## src/rtl/nbm_pkg.sv

```systemverilog
package nbm_pkg;
  typedef enum logic [2:0] {
    ST_IDLE,
    ST_CALC,
    ST_RD,
    ST_WAIT,
    ST_WR,
    ST_FIN
  } nbm_state_e;
endpackage

```

## src/rtl/nbm_chunk_sel.sv

```systemverilog
module nbm_chunk_sel #(
  parameter int LEN_W = 20,
  parameter int CHUNK = 16,
  parameter int CNT_W = $clog2(CHUNK + 1)
) (
  input  logic [LEN_W-1:0] rem_i,
  output logic [CNT_W-1:0] cnt_o
);
  always_comb begin
    if (rem_i >= LEN_W'(CHUNK)) cnt_o = CNT_W'(CHUNK);
    else                        cnt_o = rem_i[CNT_W-1:0];
  end
endmodule

```

## src/rtl/nbm_ptr_pair.sv

```systemverilog
module nbm_ptr_pair #(
  parameter int ADDR_W = 20,
  parameter int CNT_W  = 5
) (
  input  logic              clk_i,
  input  logic              rst_ni,
  input  logic              load_i,
  input  logic [ADDR_W-1:0] src_ld_i,
  input  logic [ADDR_W-1:0] dst_ld_i,
  input  logic              inc_i,
  input  logic              dec_i,
  input  logic [CNT_W-1:0]  amt_i,
  output logic [ADDR_W-1:0] src_o,
  output logic [ADDR_W-1:0] dst_o
);
  localparam int PAD = ADDR_W - CNT_W;

  logic [ADDR_W-1:0] step;
  logic [ADDR_W-1:0] ld_val [2];
  logic [ADDR_W-1:0] ptr_q  [2];

  assign step      = {{PAD{1'b0}}, amt_i};
  assign ld_val[0] = src_ld_i;
  assign ld_val[1] = dst_ld_i;

  for (genvar g = 0; g < 2; g++) begin : g_ptr
    always_ff @(posedge clk_i or negedge rst_ni) begin
      if (!rst_ni)     ptr_q[g] <= '0;
      else if (load_i) ptr_q[g] <= ld_val[g];
      else if (inc_i)  ptr_q[g] <= ptr_q[g] + step;  // wraps at 2^ADDR_W
      else if (dec_i)  ptr_q[g] <= ptr_q[g] - step;
    end
  end

  assign src_o = ptr_q[0];
  assign dst_o = ptr_q[1];

  AST_NO_DOUBLE_STEP: assert property (@(posedge clk_i) disable iff (!rst_ni)
    !(inc_i && dec_i)) else $error("inc and dec together");
endmodule

```

## src/rtl/nbm_chunk_buf.sv

```systemverilog
module nbm_chunk_buf #(
  parameter int NIB_W = 4,
  parameter int CHUNK = 16,
  parameter int IDX_W = $clog2(CHUNK)
) (
  input  logic             clk_i,
  input  logic             we_i,
  input  logic [IDX_W-1:0] waddr_i,
  input  logic [NIB_W-1:0] wdata_i,
  input  logic [IDX_W-1:0] raddr_i,
  output logic [NIB_W-1:0] rdata_o
);
  logic [NIB_W-1:0] buf_q [CHUNK];

  always_ff @(posedge clk_i) begin
    if (we_i) buf_q[waddr_i] <= wdata_i;
  end

  assign rdata_o = buf_q[raddr_i];
endmodule

```

## src/rtl/nib_block_mover.sv

```systemverilog
module nib_block_mover #(
  parameter int ADDR_W = 20,
  parameter int LEN_W  = 20,
  parameter int NIB_W  = 4,
  parameter int CHUNK  = 16
) (
  input  logic              clk_i,
  input  logic              rst_ni,
  input  logic              start_i,
  input  logic              dir_up_i,
  input  logic [ADDR_W-1:0] src_i,
  input  logic [ADDR_W-1:0] dst_i,
  input  logic [LEN_W-1:0]  len_i,
  output logic              busy_o,
  output logic              done_o,
  output logic [ADDR_W-1:0] src_o,
  output logic [ADDR_W-1:0] dst_o,
  output logic              mem_req_o,
  output logic              mem_we_o,
  output logic [ADDR_W-1:0] mem_addr_o,
  output logic [NIB_W-1:0]  mem_wdata_o,
  input  logic [NIB_W-1:0]  mem_rdata_i,
  input  logic              mem_rvalid_i
);
  import nbm_pkg::*;

  localparam int CNT_W = $clog2(CHUNK + 1);
  localparam int IDX_W = $clog2(CHUNK);
  localparam int PAD   = ADDR_W - CNT_W;

  nbm_state_e       state_q;
  logic [LEN_W-1:0] rem_q;
  logic [CNT_W-1:0] cnt_q, cnt_c, idx_q, rcv_q;
  logic             up_q;
  logic             last_c, ptr_inc, ptr_dec, chunk_go;
  logic [CNT_W-1:0] ptr_amt;

  nbm_chunk_sel #(.LEN_W(LEN_W), .CHUNK(CHUNK), .CNT_W(CNT_W)) u_sel (
    .rem_i (rem_q),
    .cnt_o (cnt_c)
  );

  assign last_c   = (idx_q == cnt_q - CNT_W'(1));
  assign chunk_go = (state_q == ST_CALC) && (rem_q != '0);
  assign ptr_dec  = chunk_go && up_q;                              // pre-decrement
  assign ptr_inc  = (state_q == ST_WR) && last_c && !up_q;         // post-increment
  assign ptr_amt  = ptr_dec ? cnt_c : cnt_q;

  nbm_ptr_pair #(.ADDR_W(ADDR_W), .CNT_W(CNT_W)) u_ptr (
    .clk_i    (clk_i),
    .rst_ni   (rst_ni),
    .load_i   ((state_q == ST_IDLE) && start_i),
    .src_ld_i (src_i),
    .dst_ld_i (dst_i),
    .inc_i    (ptr_inc),
    .dec_i    (ptr_dec),
    .amt_i    (ptr_amt),
    .src_o    (src_o),
    .dst_o    (dst_o)
  );

  nbm_chunk_buf #(.NIB_W(NIB_W), .CHUNK(CHUNK), .IDX_W(IDX_W)) u_buf (
    .clk_i   (clk_i),
    .we_i    (mem_rvalid_i),
    .waddr_i (rcv_q[IDX_W-1:0]),
    .wdata_i (mem_rdata_i),
    .raddr_i (idx_q[IDX_W-1:0]),
    .rdata_o (mem_wdata_o)
  );

  always_ff @(posedge clk_i or negedge rst_ni) begin
    if (!rst_ni) begin
      state_q <= ST_IDLE;
      rem_q   <= '0;
      cnt_q   <= '0;
      idx_q   <= '0;
      up_q    <= 1'b0;
    end else begin
      unique case (state_q)
        ST_IDLE: if (start_i) begin
          rem_q   <= len_i;
          up_q    <= dir_up_i;
          state_q <= ST_CALC;
        end
        ST_CALC: begin
          idx_q <= '0;
          if (rem_q == '0) state_q <= ST_FIN;
          else begin
            cnt_q   <= cnt_c;
            state_q <= ST_RD;
          end
        end
        ST_RD: begin
          idx_q <= idx_q + CNT_W'(1);
          if (last_c) begin
            idx_q   <= '0;
            state_q <= ST_WAIT;
          end
        end
        ST_WAIT: state_q <= ST_WR;  // last read data lands here
        ST_WR: begin
          idx_q <= idx_q + CNT_W'(1);
          if (last_c) begin
            rem_q   <= rem_q - LEN_W'(cnt_q);
            state_q <= ST_CALC;
          end
        end
        ST_FIN:  state_q <= ST_IDLE;
        default: state_q <= ST_IDLE;
      endcase
    end
  end

  always_ff @(posedge clk_i or negedge rst_ni) begin
    if (!rst_ni)                rcv_q <= '0;
    else if (state_q == ST_CALC) rcv_q <= '0;
    else if (mem_rvalid_i)       rcv_q <= rcv_q + CNT_W'(1);
  end

  assign busy_o     = (state_q != ST_IDLE);
  assign done_o     = (state_q == ST_FIN);
  assign mem_req_o  = (state_q == ST_RD) || (state_q == ST_WR);
  assign mem_we_o   = (state_q == ST_WR);
  assign mem_addr_o = ((state_q == ST_WR) ? dst_o : src_o) + {{PAD{1'b0}}, idx_q};

  AST_ZERO_LEN_QUIET: assert property (@(posedge clk_i) disable iff (!rst_ni)
    (state_q == ST_CALC && rem_q == '0) |=> (done_o && !mem_req_o)) else $error("zero len");
  AST_CHUNK_BOUND: assert property (@(posedge clk_i) disable iff (!rst_ni)
    (state_q == ST_RD) |-> (cnt_q != '0 && cnt_q <= CNT_W'(CHUNK))) else $error("chunk size");
  AST_ASC_POSTINC: assert property (@(posedge clk_i) disable iff (!rst_ni)
    (state_q == ST_WR && last_c && !up_q) |=>
      (src_o == $past(src_o) + {{PAD{1'b0}}, $past(cnt_q)})) else $error("asc step");
  AST_DESC_PREDEC: assert property (@(posedge clk_i) disable iff (!rst_ni)
    (state_q == ST_CALC && up_q && rem_q != '0) |=>
      (dst_o == $past(dst_o) - {{PAD{1'b0}}, cnt_q})) else $error("desc step");
  AST_CAPTURE_RANGE: assert property (@(posedge clk_i) disable iff (!rst_ni)
    mem_rvalid_i |-> (rcv_q < cnt_q && !mem_we_o)) else $error("capture");
  AST_DONE_IN_BUSY: assert property (@(posedge clk_i) disable iff (!rst_ni)
    done_o |=> !busy_o) else $error("done");
  AST_IGNORE_START: assert property (@(posedge clk_i) disable iff (!rst_ni)
    (busy_o && !done_o) |=> $stable(up_q)) else $error("restart");
endmodule

```

## config.mk

```make
export PLATFORM = sky130hd
export DESIGN_NAME = nib_block_mover
export DESIGN_NICKNAME = d
export VERILOG_FILES = /design/src/rtl/nbm_pkg.sv /design/src/rtl/nbm_chunk_sel.sv /design/src/rtl/nbm_ptr_pair.sv /design/src/rtl/nbm_chunk_buf.sv /design/src/rtl/nib_block_mover.sv
export SDC_FILE = /design/constraint.sdc
export NUM_CORES = 1
export LEC_CHECK = 0
export BUFFER_PORTS_ARGS = -buffer_cell sky130_fd_sc_hd__buf_4
export CORE_MARGIN = 2
export CORE_UTILIZATION = 25
export DETAILED_ROUTE_END_ITERATION = 8
export GPL_TIMING_DRIVEN = 0
export SLEW_MARGIN = 20
export SYNTH_ARGS = -nofsm -noshare
export SYNTH_HDL_FRONTEND = slang
export SYNTH_SLANG_ARGS = --single-unit
```

## constraint.sdc

```tcl
create_clock -name clk_i -period 6.85 [get_ports clk_i]
set_clock_uncertainty 0.05 [all_clocks]
set_input_delay 1.0275 -clock clk_i [delete_from_list [all_inputs] [get_ports clk_i]]
set_output_delay 1.0275 -clock clk_i [all_outputs]
set_load 0.05 [all_outputs]
```

==> flow_metrics.env, run 1 <==
export IMPL_cp_end_kind="output port"
export IMPL_gp_congestion=0.918
export IMPL_clk_latency_ns=0.44
export IMPL_cap_violations=0
export IMPL_cp_max_fo=10
export IMPL_route_detailed_drc=0
export IMPL_io_buffer_count=135
export IMPL_clock_fmax_mhz=154
export IMPL_routedWlPerCell_um=18.6
export IMPL_hold_viol=0
export IMPL_ys_seq_area_share_pct=41.1
export IMPL_wl_um=30700
export IMPL_synth_seq_cells=142
export IMPL_synthesis_instances=978
export IMPL_nets=1259
export IMPL_core_area_um2=37400
export IMPL_swShare_pct=24.0
export IMPL_min_period_over_period_pct=95.0
export IMPL_worstPathArrival_ns=5.43
export IMPL_cts_setup_buffers=0
export IMPL_peakVddDrop_mv=0.124
export IMPL_ys_flop_type="dfrtp_1"
export IMPL_die_w_um=198
export IMPL_start_util_pct=25.2
export IMPL_synth_async_sr_flop_share_pct=54.9
export IMPL_worstHoldStart="rem_q[7]$_DFFE_PN0P_"
export IMPL_drt_iter0_markers=612
export IMPL_final_core_utilization_pct=31.2
export IMPL_p_seq_share_pct=45.3
export IMPL_clock_root_buffer="clkbuf_16"
export IMPL_vias_per_cell=5.04
export IMPL_hold_depth=1
export IMPL_switching_power_mw=0.506
export IMPL_ioPinCount=137
export IMPL_intPower_mw=1.61
export IMPL_synth_avg_cell_area_um2=9.64
export IMPL_clk_pin_slew_ns=0.06
export IMPL_worst_pin_slew_ns=1.05
export IMPL_reg2regPathDepth=16
export IMPL_num_fill_cells=3918
export IMPL_ys_warn_count=0
export IMPL_grt_ovfl_total=0
export IMPL_synth_cell_types=68
export IMPL_clock_sinks=142
export IMPL_finalWorstPathRequiredPeriod_ns=6.51
export IMPL_area_growth_pct=24.0
export IMPL_p_clk_share_pct=46.6
export IMPL_grt_antenna_before_repair=0
export IMPL_status="finished, final reports clean"
export IMPL_worstSetupPathType="flip-flop to output port"
export IMPL_die_h_um=198
export IMPL_grt_max_degree=79
export IMPL_pwr_share_comb_pct=8.1
export IMPL_cts_made_buffers=17
export IMPL_r2r_slack_ns=0.81
export IMPL_dr_pass1_iters=5
export IMPL_synth_area_um2=9420
export IMPL_worstPathRequired_ns=5.77
export IMPL_max_slew_margin_rel_pct=30.2
export IMPL_reg2reg_from="rem_q[8]$_DFFE_PN0P_"
export IMPL_power_density_nw_per_um2=181
export IMPL_grt_pass1_wl_um=47200
export IMPL_layout_drive_gt1_share_pct=17.8
export IMPL_setup_viol=0
export IMPL_cts_hold_buf=0
export IMPL_antennaDiodeCount=0
export IMPL_finalSetupTns_ns=0
export IMPL_start_kind="flip-flop"
export IMPL_ctsResizeCount=0
export IMPL_p_leak_nw=4.65
export IMPL_multiInputGateArea_um2=5270
export IMPL_h_tree_depth=4
export IMPL_ant_nets=0
export IMPL_vias=8332
export IMPL_holdCritPathClass="flip-flop to flip-flop"
export IMPL_die_area_um2=39300
export IMPL_cts_tree="yes"
export IMPL_grt_usage_pct=15.9
export IMPL_cts_buffer_depth=2
export IMPL_slew_violations=0
export IMPL_reg2reg_to="u_ptr.dst_o[19]$_DFFE_PN0P_"
export IMPL_syn_nets=1107
export IMPL_grt_pass1_vias=8299
export IMPL_placementRows=71
export IMPL_seq_area_um2=3870
export IMPL_hpwl_um=23300
export IMPL_rsz0062_at_grt="no"
export IMPL_min_to="rem_q[7]$_DFFE_PN0P_"
export IMPL_synth_edff_count=64
state kept, by name, summed over array words and instances (netlist names):
signal and flops:
cnt_q 5, idx_q 5, rcv_q 4, rem_q 20, state_q 3, u_buf.buf_q 64, u_ptr.dst_o 20, u_ptr.src_o 20
up_q 1
critical path, stage by stage, from the launching register on:
cell      delay (ns)
dfrtp_1         0.32
clkbuf_1        0.37
or3b_1          0.20
clkbuf_1        0.42
clkbuf_1        0.63
clkbuf_1        0.62
nand2_1         0.11
nand2_1         0.13
ha_1            0.24
a21o_1          0.16
a21oi_1         0.23
o21bai_1        0.09
a21oi_1         0.51
nor2_1          0.24
a221oi_1        0.42
nor2_1          0.08
buf_4           0.20
power groups by stage:
stage | registers, mW | logic, mW | clock network [mW]
final | 0.956 | 0.172 | 0.984
after global routing | 0.960 | 0.191 | 1.03
after CTS | 0.957 | 0.174 | 1.00
after detailed placement | 0.973 | 0.173 | 0
after global placement | 0.971 | 0.170 | 0
after floorplan | 0.968 | 0.0890 | 0
synthesized netlist by cell type, types with 16 or more instances:
library cell / number / area, µm²
xor2_1: 32 / 280
and2_1: 16 / 100
mux2i_1: 21 / 210
nor2_1: 89 / 334
a31oi_1: 18 / 113
nand3_1: 22 / 110
clkbuf_1: 37 / 139
mux4_2: 20 / 450
ha_1: 56 / 701
a21oi_1: 89 / 445
nor3_1: 23 / 115
nand2_1: 108 / 405
edfxtp_1: 64 / 1920
a21o_1: 22 / 165
xnor2_1: 29 / 254
dfrtp_1: 78 / 1950
inv_1: 26 / 97.6
o21ai_0: 64 / 320
through the flow:
step | std cells | cell area (µm²) | power [mW] | hold slack (ns) | setup slack [ns]
floorplan | 978 | 9420 | 1.06 | 0.407 | 0.940
global placement | 1624 | 11100 | 1.14 | 0.428 | 0.192
detailed placement | 1624 | 11100 | 1.15 | 0.429 | 0.168
CTS | 1655 | 11700 | 2.13 | 0.450 | 0.286
global route | 1654 | 11700 | 2.18 | 0.474 | 0.0514
finish | 1654 | 11700 | 2.11 | 0.445 | 0.342
per-layer routing:
metal / GRT usage, % / up-vias / part of all wire (%)
met5: 0 / - / 0
met4: 6.49 / 0 / 2.7
met3: 3.03 / 41 / 5.5
met2: 26.0 / 279 / 48
met1: 20.6 / 4103 / 43
li1: - / 3909 / -
cell families after synthesis:
logic type	share of synthesized area, %
xor+xnor	5.67
fa+ha+maj	8.28
mux	7.01
buf+inv	2.93
simple gates	16.3
compound gates	18.7
flops	41.1
cell usage in the layout (no fill, tap or decap), types with 4 or more instances in the layout:
master,netlist,layout
clkbuf_1,37,37
or3_1,6,6
and3_1,9,9
o32ai_1,4,4
mux2i_1,21,21
buf_4,0,134
nor2_1,89,89
a31oi_1,18,18
o21ai_0,64,64
or2_2,5,5
nor2b_1,6,6
buf_1,4,4
nand3b_1,4,4
o21a_1,6,6
a21o_1,22,22
a22oi_1,7,7
ha_1,56,56
clkbuf_16,0,18
fa_1,4,4
xnor2_1,29,29
buf_2,5,5
edfxtp_1,64,64
and2_1,16,16
a21oi_1,89,89
nand2_1,108,108
o21bai_1,5,5
mux4_2,20,20
a22o_1,6,6
nor3b_1,9,9
o211ai_1,6,6
dfrtp_1,78,78
inv_1,26,26
xor2_1,32,32
nand2b_1,4,4
nand3_1,22,22
nand4_1,9,9
a211oi_1,7,7
nor3_1,23,23
o22ai_1,6,6
how the worst max path moves through the flow:
stage,startpoint,end,cells past startpoint
5_1_grt,state_q[1]$_DFFE_PN0P_,mem_addr_o[9],17
3_5_place_dp,state_q[2]$_DFFE_PN0P_,mem_addr_o[13],18
2_1_floorplan,state_q[2]$_DFFE_PN0P_,mem_addr_o[9],18
3_3_place_gp,state_q[2]$_DFFE_PN0P_,mem_addr_o[9],19
6_report,state_q[1]$_DFFE_PN0P_,mem_addr_o[13],16
4_1_cts,state_q[2]$_DFFE_PN0P_,mem_addr_o[13],17
layout make-up:
class / count / share of cell area (%)
multi-input cells: 764 / 45.1
flip-flops and latches: 142 / 33.1
repair buffers: 135 / 8.70
well taps: 511 / 5.47
clock buffers: 20 / 3.92
plain buffers: 44 / 1.47
clock inverters: 12 / 1.33
inverters: 26 / 0.835
No activity file was read; power rests on OpenSTA's default activity.
==> run 2: changes to the inputs <==
--- a/config.mk
+++ b/config.mk
@@ -6,10 +6,12 @@
 export NUM_CORES = 1
 export LEC_CHECK = 0
 export BUFFER_PORTS_ARGS = -buffer_cell sky130_fd_sc_hd__buf_4
-export CORE_MARGIN = 2
-export CORE_UTILIZATION = 25
+export CELL_PAD_IN_SITES_DETAIL_PLACEMENT = 1
+export CELL_PAD_IN_SITES_GLOBAL_PLACEMENT = 2
+export CORE_UTILIZATION = 37
 export DETAILED_ROUTE_END_ITERATION = 8
 export GPL_TIMING_DRIVEN = 0
+export PLACE_DENSITY_LB_ADDON = 0.1
 export SLEW_MARGIN = 20
 export SYNTH_ARGS = -nofsm -noshare
 export SYNTH_HDL_FRONTEND = slang
==> run 2 against run 1 <==
Net effect: sequential power is essentially flat; final cell count shrank 11%; worst setup slack gained 0.051 ns; sequential share of layout area grew 0.60 points; core utilization grew 14 points; final area shrank 1.8%; die area shrank 33%; wire length grew 8.4%; register-to-register slack lost 0.42 ns; sequential cell count is the same; clock-buffer cell count shrank 3; global-route usage grew 10 points; critical endpoint is now u_ptr.dst_o[19]$_DFFE_PN0P_; highest routed layer unchanged.
==> flow_metrics.env, run 2 (synthesis gave the netlist of run 1 again) <==
export IMPL_hold_viol=0
export IMPL_peakVddDrop_mv=0.153
export IMPL_slew_violations=0
export IMPL_cts_hold_buf=0
export IMPL_largest_reg_flops=64
export IMPL_power_density_nw_per_um2=183
export IMPL_grt_ovfl_total=0
export IMPL_clk_pin_slew_ns=0.08
export IMPL_finalWorstPathRequiredPeriod_ns=6.46
export IMPL_start_util_pct=37.5
export IMPL_io_buffer_count=135
export IMPL_clock_root_buffer="clkbuf_16"
export IMPL_num_fill_cells=2923
export IMPL_max_slew_margin_rel_pct=37.9
export IMPL_ioPinCount=137
export IMPL_route_detailed_drc=0
export IMPL_die_w_um=162
export IMPL_die_h_um=162
export IMPL_wl_um=33300
export IMPL_final_area_um2=11500
export IMPL_die_area_um2=26100
export IMPL_most_common_layout_cells="134 x buf_4, 108 x nand2_1, 89 x nor2_1, 88 x a21oi_1, 78 x dfrtp_1"
export IMPL_min_period_over_period_pct=94.3
export IMPL_seq_area_um2=3870
export IMPL_cts_setup_buffers=0
export IMPL_vias_per_cell=5.71
export IMPL_worstPathRequired_ns=7.12
export IMPL_vias=8408
export IMPL_grt_antenna_before_repair=0
export IMPL_final_common_cell="buf_4"
export IMPL_grt_usage_pct=26.2
export IMPL_cts_made_buffers=17
export IMPL_nets=1259
export IMPL_worstSetupPathType="flip-flop to flip-flop"
export IMPL_worst_pin_slew_ns=0.932
export IMPL_routedWlPerCell_um=22.6
export IMPL_h_tree_depth=4
export IMPL_dr_pass1_iters=7
export IMPL_layout_drive_gt1_share_pct=18.1
export IMPL_gp_congestion=0.840
export IMPL_cts_tree="yes"
export IMPL_finalPower_mw=2.10
export IMPL_placed_cell_area_um2=10900
export IMPL_cp_end_kind="flip-flop"
export IMPL_clk_latency_ns=0.44
export IMPL_antennaDiodeCount=0
export IMPL_cts_buffer_depth=2
export IMPL_clock_fmax_mhz=155
export IMPL_placementRows=58
export IMPL_cap_violations=0
export IMPL_final_core_utilization_pct=45.7
export IMPL_drt_iter0_markers=496
export IMPL_status="finished, final reports clean"
export IMPL_setup_viol=0
export IMPL_multiInputGateArea_um2=5290
export IMPL_holdCritPathClass="flip-flop to flip-flop"
export IMPL_rsz0062_at_grt="no"
export IMPL_ant_nets=0
export IMPL_finalSetupTns_ns=0
export IMPL_largest_register="u_buf.buf_q"
export IMPL_grt_pass1_wl_um=51000
export IMPL_grt_max_degree=79
export IMPL_cp_max_fo=7
export IMPL_p_leak_nw=4.65
export IMPL_hpwl_um=24800
export IMPL_ctsResizeCount=0
export IMPL_worstPathArrival_ns=6.73
export IMPL_area_growth_pct=21.8
export IMPL_grt_pass1_vias=8572
export IMPL_core_area_um2=25100
export IMPL_start_kind="flip-flop"
export IMPL_clock_sinks=142
[run 2: changes by cell type in the layout (fill, tap and decap cells not counted), sizes merged]
cell	delta
clkinv	+5
bufinv	-3
clkbuf	-3
inv	+1
[run 2: power by group]
| group | switching [mW] | leakage [nW] | internal [mW] | total [mW] |
|---|---|---|---|---|
| logic | 0.0969 | 2.87 | 0.0683 | 0.165 |
| clock network | 0.479 | 0.296 | 0.498 | 0.977 |
| registers | 0.0174 | 1.48 | 0.939 | 0.956 |
[run 2: cell type report]
| cell class | count | area share, % |
|---|---|---|
| Clock buffer | 17 | 3.71 |
| Clock inverter | 15 | 1.70 |
| Sequential cell | 142 | 33.7 |
| Buffer | 44 | 1.49 |
| Timing Repair Buffer | 135 | 8.86 |
| Tap cell | 330 | 3.60 |
| Multi-Input combinational cell | 764 | 46.0 |
| Inverter | 26 | 0.850 |
[run 2: path summary, 6_finish.rpt]
path	from	endpoint	slack, ns	depth (start not counted)
max	rem_q[1]$_DFFE_PN0P_	u_ptr.dst_o[19]$_DFFE_PN0P_	0.39	17
min	rem_q[18]$_DFFE_PN0P_	rem_q[18]$_DFFE_PN0P_	0.45	1
max reg2reg	rem_q[1]$_DFFE_PN0P_	u_ptr.dst_o[19]$_DFFE_PN0P_	0.39	17
min reg2reg	rem_q[18]$_DFFE_PN0P_	rem_q[18]$_DFFE_PN0P_	0.45	1
max in group asynchronous	rst_ni	u_ptr.dst_o[2]$_DFFE_PN0P_	5.58	1
min in group asynchronous	rst_ni	rem_q[6]$_DFFE_PN0P_	0.58	1
[run 2: through the flow]
step / std cells / setup WS, ns / hold WS, ns
2_1_floorplan: 978 / 0.940 / 0.407
3_3_place_gp: 1443 / 0.237 / 0.429
4_1_cts: 1474 / 0.242 / 0.450
3_5_place_dp: 1443 / 0.199 / 0.435
5_1_grt: 1473 / 0.0741 / 0.464
6_report: 1473 / 0.394 / 0.447
[run 2: routing by layer]
metal / vias to the layer above / GRT usage, % / share of wire (%)
met5: - / 0 / 0
met2: 206 / 42.7 / 46
met4: 0 / 8.15 / 2.3
met1: 4235 / 35.3 / 47
met3: 51 / 4.62 / 4.4
li1: 3916 / - / -
[run 2: worst max-delay path, cell delays in order (launching register included)]
cell	delay, ns
dfrtp_1	0.46
nor4_1	0.74
inv_1	0.20
o311ai_4	0.47
a22oi_1	0.34
ha_1	0.30
and2_1	0.16
ha_1	0.18
nor2_1	0.65
ha_1	0.44
a21o_1	0.19
a21o_1	0.17
a221oi_1	0.48
nor3b_1	0.19
a311oi_1	0.62
xor2_1	0.17
a21o_1	0.22
a221o_1	0.30
==> run 3: changes to the inputs <==
--- a/config.mk
+++ b/config.mk
@@ -8,11 +8,11 @@
 export BUFFER_PORTS_ARGS = -buffer_cell sky130_fd_sc_hd__buf_4
 export CELL_PAD_IN_SITES_DETAIL_PLACEMENT = 1
 export CELL_PAD_IN_SITES_GLOBAL_PLACEMENT = 2
-export CORE_UTILIZATION = 37
+export CORE_UTILIZATION = 39
 export DETAILED_ROUTE_END_ITERATION = 8
 export GPL_TIMING_DRIVEN = 0
 export PLACE_DENSITY_LB_ADDON = 0.1
-export SLEW_MARGIN = 20
+export SLEW_MARGIN = 25
 export SYNTH_ARGS = -nofsm -noshare
 export SYNTH_HDL_FRONTEND = slang
 export SYNTH_SLANG_ARGS = --single-unit
==> constraint.sdc (replaced) <==
create_clock -name clk_i -period 8.1 [get_ports clk_i]
set_clock_uncertainty 0.05 [all_clocks]
set_input_delay 1.215 -clock clk_i [delete_from_list [all_inputs] [get_ports clk_i]]
set_output_delay 1.215 -clock clk_i [all_outputs]
set_load 0.05 [all_outputs]
==> run 3 against run 2 <==
Net effect: critical endpoint is now mem_addr_o[9]; sequential cell count did not move; non-clock buffer count rose by 2; critical path depth rose by 2; hold slack got worse by 0.0031 ns; via count fell by 0.18%; clock power fell by 19%; core utilization rose by 2.7 points; clock-buffer cell count rose by 1.
==> flow_metrics.env, run 3 (synthesis gave the netlist of run 1 again) <==
export IMPL_finalPower_mw=1.74
export IMPL_p_seq_share_pct=46.5
export IMPL_p_leak_nw=4.64
export IMPL_grt_usage_pct=27.9
export IMPL_start_util_pct=39.9
export IMPL_slowest_stage="clkbuf_1"
export IMPL_hold_ws_ns=0.444
export IMPL_rsz0062_at_grt="no"
export IMPL_dp_slack_ns=1.01
export IMPL_cts_made_buffers=17
export IMPL_drt_met1_wl_um=15400
export IMPL_finalSetupTns_ns=0
export IMPL_die_h_um=157
export IMPL_ant_nets=0
export IMPL_max_stage_delay_ns=0.71
export IMPL_setup_viol=0
export IMPL_grt_antenna_before_repair=0
export IMPL_worst_pin_slew_ns=0.908
export IMPL_final_area_um2=11400
export IMPL_status="finished, final reports clean"
export IMPL_swShare_pct=27.3
export IMPL_hold_viol=0
export IMPL_wl_um=33000
export IMPL_largest_reg_flops=64
export IMPL_placementRows=56
export IMPL_holdCritPathClass="flip-flop to flip-flop"
export IMPL_most_common_layout_cells="134 x buf_4, 108 x nand2_1, 89 x nor2_1, 88 x a21oi_1, 78 x dfrtp_1"
export IMPL_die_area_um2=24800
export IMPL_clock_fmax_mhz=132
export IMPL_clk_latency_ns=0.43
export IMPL_area_growth_pct=21.3
export IMPL_vias=8393
export IMPL_met3_length_um=1690
export IMPL_cap_violations=0
export IMPL_min_period_over_period_pct=93.7
export IMPL_final_core_utilization_pct=48.4
export IMPL_switching_power_mw=0.475
export IMPL_clock_root_buffer="clkbuf_16"
export IMPL_grt_ovfl_total=0
export IMPL_placed_cell_area_um2=10900
export IMPL_start_kind="flip-flop"
export IMPL_peakVddDrop_mv=0.143
export IMPL_antennaDiodeCount=0
export IMPL_power_density_nw_per_um2=152
export IMPL_vias_per_cell=5.73
export IMPL_finalNonFillerCells=1464
export IMPL_cp_max_fo=10
export IMPL_slew_violations=0
export IMPL_intPower_mw=1.26
export IMPL_cp_common_cell="clkbuf_1"
export IMPL_io_buffer_count=135
export IMPL_cts_tree="yes"
export IMPL_max_slew_margin_rel_pct=39.0
export IMPL_h_tree_depth=4
export IMPL_place_inst=1432
export IMPL_met2_length_um=15200
export IMPL_gp_congestion=0.865
export IMPL_routedWlPerCell_um=22.5
export IMPL_largest_register="u_buf.buf_q"
export IMPL_finalWorstPathRequiredPeriod_ns=7.59
export IMPL_nets=1261
export IMPL_grt_pass1_wl_um=51100
export IMPL_p_clk_share_pct=45.4
export IMPL_layout_drive_gt1_share_pct=18.0
export IMPL_worstSetupPathType="flip-flop to output port"
export IMPL_drt_iter0_markers=511
export IMPL_core_area_um2=23600
export IMPL_die_w_um=157
export IMPL_layout_setup_ws_ns=0.514
export IMPL_route_detailed_drc=0
export IMPL_worstPathArrival_ns=6.32
export IMPL_hpwl_um=24400
export IMPL_ctsResizeCount=0
export IMPL_final_common_cell="buf_4"
export IMPL_cts_setup_buffers=0
export IMPL_cts_hold_buf=0
export IMPL_worstPathRequired_ns=6.84
export IMPL_grt_pass1_vias=8773
export IMPL_cp_end_kind="output port"
export IMPL_path_cells="clkbuf_1, or3b_1, clkbuf_1, inv_1, buf_2, clkbuf_1, clkbuf_1, nand2_1, nand2_1, ha_1, a21o_1, a21oi_1, o21bai_1, a21oi_1, nor2_1, nand2_1, xor2_1, mux2i_1, buf_4"
export IMPL_dr_pass1_iters=5
export IMPL_num_fill_cells=2733
export IMPL_clock_sinks=142
export IMPL_clk_pin_slew_ns=0.08
export IMPL_ioPinCount=137
export IMPL_cts_buffer_depth=2
export IMPL_grt_max_degree=79
export IMPL_pwr_share_comb_pct=8.1
export IMPL_top_layer="met4"
-- run 3: area by class of cell --
type                       count  area [µm²]  share of cell area (%)
buffer                        46         179                    1.57
clock buffer                  18         429                    3.76
clock inverter                14         146                    1.28
inverter                      26        97.6                   0.854
multi-input combinational    764        5290                    46.2
sequential                   142        3870                    33.9
tap                          319         399                    3.49
timing repair buffer         135        1020                    8.90
-- run 3: routing by layer --
metal / up-vias / GRT usage (%)
li1: 3928 / -
met1: 4209 / 38.6
met2: 219 / 44.4
met3: 37 / 5.01
met4: 0 / 8.60
met5: - / 0
-- run 3: path summary, 6_finish.rpt --
kind	from	to	slack (ns)	depth (start not counted)
worst min register to register	rem_q[7]$_DFFE_PN0P_	rem_q[7]$_DFFE_PN0P_	0.44	1
worst max register to register	state_q[1]$_DFFE_PN0P_	u_ptr.dst_o[19]$_DFFE_PN0P_	1.66	18
max in group asynchronous	rst_ni	rcv_q[3]$_DFFE_PN0P_	6.63	1
worst min-delay path	rem_q[7]$_DFFE_PN0P_	rem_q[7]$_DFFE_PN0P_	0.44	1
worst max-delay path	state_q[2]$_DFFE_PN0P_	mem_addr_o[9]	0.51	19
min in group asynchronous	rst_ni	rem_q[6]$_DFFE_PN0P_	0.78	1
-- run 3: critical path, delay by kind of cell (launching register included) --
| kind | cells | cell delay [ns] |
|---|---|---|
| and+or+nand+nor | 5 | 1.12 |
| muxes | 1 | 0.21 |
| buffers and inverters | 7 | 2.76 |
| xor gates and xnor gates | 1 | 0.07 |
| adders and majority gates | 1 | 0.26 |
| DFF | 1 | 0.33 |
| AOI/OAI and AO/OA | 4 | 1.13 |
-- run 3: power by group through the flow --
stage / Sequential, mW / Clock [mW] / Combinational [mW]
2_1_floorplan: 0.819 / 0 / 0.0752
3_3_place_gp: 0.821 / 0 / 0.139
3_5_place_dp: 0.824 / 0 / 0.142
4_1_cts: 0.810 / 0.803 / 0.143
5_1_grt: 0.813 / 0.823 / 0.159
6_report: 0.809 / 0.790 / 0.140
